## config.mk

```make
export PLATFORM = sky130hd
export DESIGN_NAME = acc_field_extract
export DESIGN_NICKNAME = d
export VERILOG_FILES = /design/src/rtl/acc_xtr_pkg.sv /design/src/rtl/acc_xtr_window.sv /design/src/rtl/acc_xtr_ctrl_upd.sv /design/src/rtl/acc_field_extract.sv
export SDC_FILE = /design/constraint.sdc
export NUM_CORES = 1
export LEC_CHECK = 0
export BUFFER_PORTS_ARGS = -buffer_cell sky130_fd_sc_hd__buf_2
export CAP_MARGIN = 25
export CORE_AREA = 2 2 159 99
export CTS_BUF_LIST = sky130_fd_sc_hd__clkbuf_8
export DETAILED_ROUTE_END_ITERATION = 10
export DIE_AREA = 0 0 161 101
export PLACE_DENSITY_LB_ADDON = 0.15
export SLEW_MARGIN = 5
export SYNTH_ARGS = -nofsm -noshare
export SYNTH_HDL_FRONTEND = slang
export SYNTH_SLANG_ARGS = --single-unit
```

## constraint.sdc

```tcl
create_clock -name clk -period 5.1 [get_ports clk]
set_input_delay 0 -clock clk [delete_from_list [all_inputs] [get_ports clk]]
set_output_delay 0 -clock clk [all_outputs]
set_load 0.02 [all_outputs]
```

## src/rtl/acc_xtr_pkg.sv

```systemverilog
package acc_xtr_pkg;
    localparam int ACC_W    = 64;
    localparam int OUT_W    = 32;
    localparam int CTRL_W   = 32;
    localparam int POS_W    = $clog2(ACC_W);
    localparam int SIZE_W   = $clog2(OUT_W);
    localparam int FAIL_BIT = 14;

    typedef struct packed {
        logic              vld;
        logic [OUT_W-1:0]  field;
        logic [CTRL_W-1:0] ctrl;
    } xtr_state_t;
endpackage

```

## src/rtl/acc_xtr_window.sv

```systemverilog
module acc_xtr_window #(
    parameter int ACC_W  = 64,
    parameter int OUT_W  = 32,
    parameter int POS_W  = $clog2(ACC_W),
    parameter int SIZE_W = $clog2(OUT_W)
) (
    input  logic [ACC_W-1:0]  acc,
    input  logic [POS_W-1:0]  pos,
    input  logic [SIZE_W-1:0] size,
    output logic              fits,
    output logic [OUT_W-1:0]  field
);
    logic [POS_W-1:0] size_ext;
    logic [POS_W-1:0] low_bit;
    logic [ACC_W-1:0] shifted;
    logic [OUT_W-1:0] keep;

    always_comb begin
        size_ext = POS_W'(size);
        fits     = (pos >= size_ext);
        low_bit  = pos - size_ext;
        shifted  = acc >> low_bit;
    end

    for (genvar i = 0; i < OUT_W; i++) begin : g_keep
        assign keep[i] = (i <= int'(size));
    end

    assign field = fits ? (shifted[OUT_W-1:0] & keep) : '0;
endmodule

```

## src/rtl/acc_xtr_ctrl_upd.sv

```systemverilog
module acc_xtr_ctrl_upd #(
    parameter int CTRL_W   = 32,
    parameter int POS_W    = 6,
    parameter int SIZE_W   = 5,
    parameter int FAIL_BIT = 14
) (
    input  logic [CTRL_W-1:0] ctrl_cur,
    input  logic [SIZE_W-1:0] size,
    input  logic              fits,
    input  logic              dec,
    output logic [CTRL_W-1:0] ctrl_nxt
);
    logic [POS_W-1:0] pos_cur;
    logic [POS_W-1:0] pos_dec;

    always_comb begin
        pos_cur = ctrl_cur[POS_W-1:0];
        // modulo 2**POS_W: a result of -1 lands on the all-ones position
        pos_dec = pos_cur - POS_W'(size) - POS_W'(1);
        ctrl_nxt = ctrl_cur;
        ctrl_nxt[FAIL_BIT] = ~fits;
        if (fits && dec) begin
            ctrl_nxt[POS_W-1:0] = pos_dec;
        end
    end
endmodule

```

## src/rtl/acc_field_extract.sv

```systemverilog
module acc_field_extract
    import acc_xtr_pkg::*;
(
    input  logic              clk,
    input  logic              rst_n,
    input  logic              req_valid,
    input  logic [63:0]       acc_in,
    input  logic [4:0]        size_in,
    input  logic              dec_mode,
    input  logic [31:0]       ctrl_in,
    output logic [31:0]       field_out,
    output logic [31:0]       ctrl_out,
    output logic              out_valid
);
    logic              fits;
    logic [OUT_W-1:0]  field_w;
    logic [CTRL_W-1:0] ctrl_w;
    xtr_state_t        st_d, st_q;

    acc_xtr_window #(
        .ACC_W(ACC_W), .OUT_W(OUT_W), .POS_W(POS_W), .SIZE_W(SIZE_W)
    ) u_window (
        .acc   (acc_in),
        .pos   (ctrl_in[POS_W-1:0]),
        .size  (size_in),
        .fits  (fits),
        .field (field_w)
    );

    acc_xtr_ctrl_upd #(
        .CTRL_W(CTRL_W), .POS_W(POS_W), .SIZE_W(SIZE_W), .FAIL_BIT(FAIL_BIT)
    ) u_ctrl (
        .ctrl_cur (ctrl_in),
        .size     (size_in),
        .fits     (fits),
        .dec      (dec_mode),
        .ctrl_nxt (ctrl_w)
    );

    always_comb begin
        st_d     = st_q;
        st_d.vld = req_valid;
        if (req_valid) begin
            st_d.field = field_w;
            st_d.ctrl  = ctrl_w;
        end
    end

    always_ff @(posedge clk) begin
        if (!rst_n) st_q <= '0;
        else        st_q <= st_d;
    end

    assign field_out = st_q.field;
    assign ctrl_out  = st_q.ctrl;
    assign out_valid = st_q.vld;

    assert_fail_zero_R4: assert property (@(posedge clk) disable iff (!rst_n)
        (out_valid && ctrl_out[FAIL_BIT]) |-> (field_out == '0));

    assert_fail_pos_R5: assert property (@(posedge clk) disable iff (!rst_n)
        (out_valid && ctrl_out[FAIL_BIT]) |-> (ctrl_out[POS_W-1:0] == $past(ctrl_in[POS_W-1:0])));

    assert_passthru_R6: assert property (@(posedge clk) disable iff (!rst_n)
        out_valid |-> (ctrl_out[CTRL_W-1:FAIL_BIT+1] == $past(ctrl_in[CTRL_W-1:FAIL_BIT+1])
                    && ctrl_out[FAIL_BIT-1:POS_W] == $past(ctrl_in[FAIL_BIT-1:POS_W])));

    assert_nodec_pos_R7: assert property (@(posedge clk) disable iff (!rst_n)
        (out_valid && !$past(dec_mode)) |-> (ctrl_out[POS_W-1:0] == $past(ctrl_in[POS_W-1:0])));

    assert_flag_R1: assert property (@(posedge clk) disable iff (!rst_n)
        out_valid |-> (ctrl_out[FAIL_BIT] == ($past(ctrl_in[POS_W-1:0]) < POS_W'($past(size_in)))));

    assert_hold_R10: assert property (@(posedge clk) disable iff (!rst_n)
        !req_valid |=> (!out_valid && $stable(field_out) && $stable(ctrl_out)));
endmodule

```

# Yosys cells after proc, flatten, opt, wreduce, memory -nomap -nowiden

Index checks and enable logic that the tools add are counted.

Bits in registers: 65
Input port bits: 105
Output and inout port bits: 65
Logic and storage cells: 43

Add/sub/neg operators: 2
Order comparisons: 32
Shift-type cells: 1
Mux-type cells: 2
Bitwise gates (word level): 2
Reductions and logical operators: 1

Operators with widths:

| operator              | number |
|---|---|
| $le A5 B5 Y1 const A  | 16 |
| $shr A64 B6 Y32       | 1 |
| $le A4 B5 Y1 const A  | 8 |
| $and A32 B32 Y32      | 1 |
| $mux W32              | 1 |
| $le A3 B5 Y1 const A  | 4 |
| $le A2 B5 Y1 const A  | 2 |
| $ge A6 B5 Y1          | 1 |
| $mux W6               | 1 |
| $sub A6 B1 Y6 const B | 1 |
| $sub A6 B5 Y6         | 1 |
| $le A1 B5 Y1 const A  | 1 |
| $logic_and A1 B1 Y1   | 1 |
| $not A1 Y1            | 1 |

# Depth between registers and ports, before layout

Depth in word-level cells: 4
Gate-level depth with buffers: 14
Gate-level depth less buffers: 11

# Modules after synthesis

Synthesis repeated with hierarchy kept, for this count alone.

Cells, all modules: 871
Area total of the unflattened synthesis: 7487.2 um^2

By module, submodules not included:

| module            | instances | cells an instance | area an instance (um^2) | sequential area each (um^2) |
|---|---|---|---|---|
| acc_xtr_window    | 1         | 595               | 4504.3                  | 0.0 |
| acc_field_extract | 1         | 208               | 2489.9                  | 1301.2 |
| acc_xtr_ctrl_upd  | 1         | 68                | 493.0                   | 0.0 |

# Worst setup path before layout

No wires, ideal clock.

Path kind: input-to-reg
Start: input port size_in[1]
End: register st_q (netlist bit field_out[7])
Library setup time: 0.117 ns
Arrival time: 2.591 ns
Data required time: 4.983 ns
Path slack: 2.391 ns
Stages: 10
Path buffers: 3
Cell sequence: clkbuf_1 > inv_1 > fa_1 > buf_6 > buf_6 > mux4_1 > mux2i_1 > mux2i_1 > a211o_1 > a32o_1

Cells in the longest elaborated chain, start to end: 4
Elaborated cells between the ends (all ways): 6
Classes of those cells: add/sub: 1; order compare: 2; shift: 1; mux: 1; bitwise: 1

Ends and longest elaborated chain:

| element              | line                    | RTL |
|---|---|---|
| start, declared      | acc_field_extract.sv:8  | `input logic [4:0] size_in,` |
| $sub A6 B5 Y6        | acc_xtr_window.sv:21    | `low_bit = pos - size_ext;` |
| $shr A64 B6 Y32      | acc_xtr_window.sv:22    | `shifted = acc >> low_bit;` |
| $and A32 B32 Y32     | acc_xtr_window.sv:29    | `assign field = fits ? (shifted[OUT_W-1:0] & keep) : '0;` |
| $mux W32 (*)         | acc_xtr_window.sv:29    |  |
| end signal, assigned | acc_field_extract.sv:51 | `else st_q <= st_d;` |
| end, declared        | acc_field_extract.sv:18 | `xtr_state_t st_d, st_q;` |

Every way passes the cells marked *; elsewhere a longest branch is shown, timed or not.
A chain may end at the register's enable or synchronous reset.

# Worst setup path in the final report

Start: input port size_in[1]
End: register st_q (netlist bit field_out[1])

The elaborated chain is that of the path after synthesis.

==> impl_metrics.toml <==
[timing]
fin_tns_setup_ps = 0
hold_viol = 0
finClkSkew_ps = 0
tightest_slew_ps = 982
slew_viol_final = 0
setup_viol = 0
fin_crit_ps = 3170
slew_headroom_pct = 34.2
rsz0062_at_grt = "no"
period_share_pct = 62.1
timing.fmax_mhz = 316

[logic_synthesis]
ys_types = 66
ys_warn_count = 0
synthArstFlopShare_pct = 0
yosys_register_bits = 65
synth_top_flop_cell = "dfxtp_1"
netlist_instances = 695
synth_top_area_cell = "mux2i_1"
seq_area_frac_synth_pct = 20.1
synth_area_um2 = 6490
syn_nets = 807
synthTopCellsByArea = "mux2i_1 (24%), dfxtp_1 (20%), mux4_2 (10%)"
synth_top_area_share_pct = 23.8
synth_edf_count = 0
avgSynthCellArea_um2 = 9.33

[clocking]
cts_tree = "done"
h-tree-depth = 3
clk_pin_slew_ps = 70
root_buffer = "clkbuf_8"
clkSinkCount = 65
post_cts_buffers = 0
cts_inserted_buffers = 9
clock_path_buffers = 2
clk_latency_ps = 340

[min_path]
hold_path_class = "input port to register"
min-delay-start = "dec_mode"
holdPathEnd = "ctrl_out[5]"
hold-path-cell-count = 4

[global_route]
antenna_found_initial = 0
grt_pass1_vias = 6062
grt_pass1_wl_mm = 33.1
grt_overflow = 0
grt_max_degree = 60
grt_use_total_pct = 26.0

[setup_path]
worst-endpoint-arrival_ps = 3400
critPathMostFrequentCell = "mux2i_1"
cp_top_family = "multiplexers"
crit_start = "size_in[1]"
max_stage_delay_ps = 910
r2r_slack_ps = 4240
cp-end-kind = "register"
r2r_cells = 3
worstPathRequired_ps = 5340
cpMaxStageDelayCell = "fa_2"
path_cells = "buf_2 -> inv_1 -> fa_2 -> buf_4 -> mux4_1 -> mux2i_1 -> mux2i_1 -> mux2i_1 -> nor3_1 -> a211o_1"
crit_fanout = 20
crit_buf_inv = 3
reg2reg_to = "field_out[16]"
setup.worst_path.start_class = "input port"
r2r_start = "field_out[16]"
crit_type = "input port to register"

[power]
ir_drop_v = 0.000162
p_per_area_nw_per_um2 = 291
p_leak_nw = 3.66
power_w = 0.00227

[route]
avgViaCountPerCell = 5.95
first_iter_violations = 530
wl_mm = 21.4
drc = 0
routedWlPerCell_um = 20.2
final_antenna_net_count = 0
dr.pass1.iters = 5
vias = 6296

[flow_run]
cap_viol_max_count = 0

[final_layout]
stdcell_count = 1059
syn2layout_area_growth_pct = 20.3
num-fill-cells = 1438
drive_gt1_share_pct = 29.3
n_antenna_cell = 0
num-nets-final = 964
post-route-util_pct = 52.4
final_area_um2 = 7810

[place]
placedCellCount = 1019
dp_hpwl_mm = 17.0
dpl_cell_area_um2 = 7360
portBuffers = 168
routabilityCongestion = 1.00

[floorplan]
ios = 170
die_area_um2 = 16300
coreArea_um2 = 14900
chipWidth_um = 161
dieHeight_um = 101
rows = 35
start_util_pct = 43.6

[run_status]
status = "finished clean"
-- worst max-delay path by stage --
stage	endpoint	slack [ps]	cells past startpoint
floorplan	field_out[7]	2390	10
global placement	field_out[13]	1700	10
detailed placement	field_out[1]	1610	10
CTS	field_out[1]	1980	10
global route	field_out[1]	1730	10
finish	field_out[1]	1930	10
-- power by group --
group	internal [W]	leakage [nW]	total [W]	switching, W
Clock	0.000246	0.106	0.000441	0.000195
Combinational	0.000511	3.02	0.00127	0.000754
Sequential	0.000545	0.533	0.000566	0.0000206
Total	0.00130	3.66	0.00227	0.000970
-- worst min-delay path, cell delays in order --
cell	delay [ps]
buf_2	100
inv_1	40
a2bb2oi_1	110
a21oi_1	70
-- metrics by stage --
step	hold slack, ps	setup slack (ps)
6_report	37.7	1930
5_1_grt	43.4	1730
4_1_cts	24.8	1980
3_5_place_dp	266	1610
3_3_place_gp	258	1700
2_1_floorplan	128	2390
-- cells in the final DEF (no fill, tap or decap), types with 6 or more instances in the layout --
master / count
a211o_1: 6
a211oi_1: 10
a21oi_1: 20
a22o_1: 6
a31oi_1: 7
a32o_1: 9
buf_2: 168
buf_4: 13
clkbuf_8: 11
dfxtp_1: 65
dlygate4sd3_1: 25
inv_1: 10
mux2i_1: 154
mux4_1: 14
mux4_2: 30
nand2_1: 91
nand2b_1: 6
nand3_1: 32
nor2_1: 20
nor2b_1: 27
nor3_1: 13
o211ai_1: 6
o21ai_0: 19
o31ai_1: 6
-- cell usage after synthesis, types with 10 or more instances --
cell,n
nor2_1,20
nor3_1,13
dfxtp_1,65
o21ai_0,19
nor2b_1,28
mux4_2,30
nand3_1,32
a211oi_1,10
a21oi_1,20
clkbuf_1,19
mux4_1,14
buf_2,19
nand2_1,91
mux2i_1,154
-- metal layers --
| layer | GRT usage (%) | up-vias | part of all wire (%) |
|---|---|---|---|
| met5 | 0 | - | 0 |
| met4 | 3.71 | 0 | 0.71 |
| met3 | 9.21 | 31 | 12 |
| met2 | 38.9 | 305 | 43 |
| met1 | 37.0 | 3018 | 44 |
| li1 | - | 2942 | - |
-- logic make-up (layout without fill, tap and decap cells) --
group	Yosys count	count (layout)	synth area share, %
simple gates	216	216	15.9
mux	202	202	40.5
compound gates	125	125	14.2
buf+inv	72	233	6.69
flops	65	65	20.1
xor+xnor	8	8	1.20
fa+ha+maj	7	7	1.47
-- layout make-up --
class                      instances  area (um^2)  area share, %
sequential                        65         1300           16.7
timing repair buffer             207         1200           15.4
multi-input combinational        558         4810           61.6
inverter                          11         41.3          0.529
clock buffer                      11          151           1.94
tap                              203          254           3.25
clock inverter                     4         43.8          0.561
-- sequential cells by signal (all words and copies together) (netlist names) --
register / count
out_valid: 1
ctrl_out: 32
field_out: 32
-- what timing repair did --
action | in CTS | in global routing
gates resized for setup | 0 | 0
hold buffers | 25 | 0
hold endpoints to repair | 25 | 0
(Power assumes the default switching activity.)
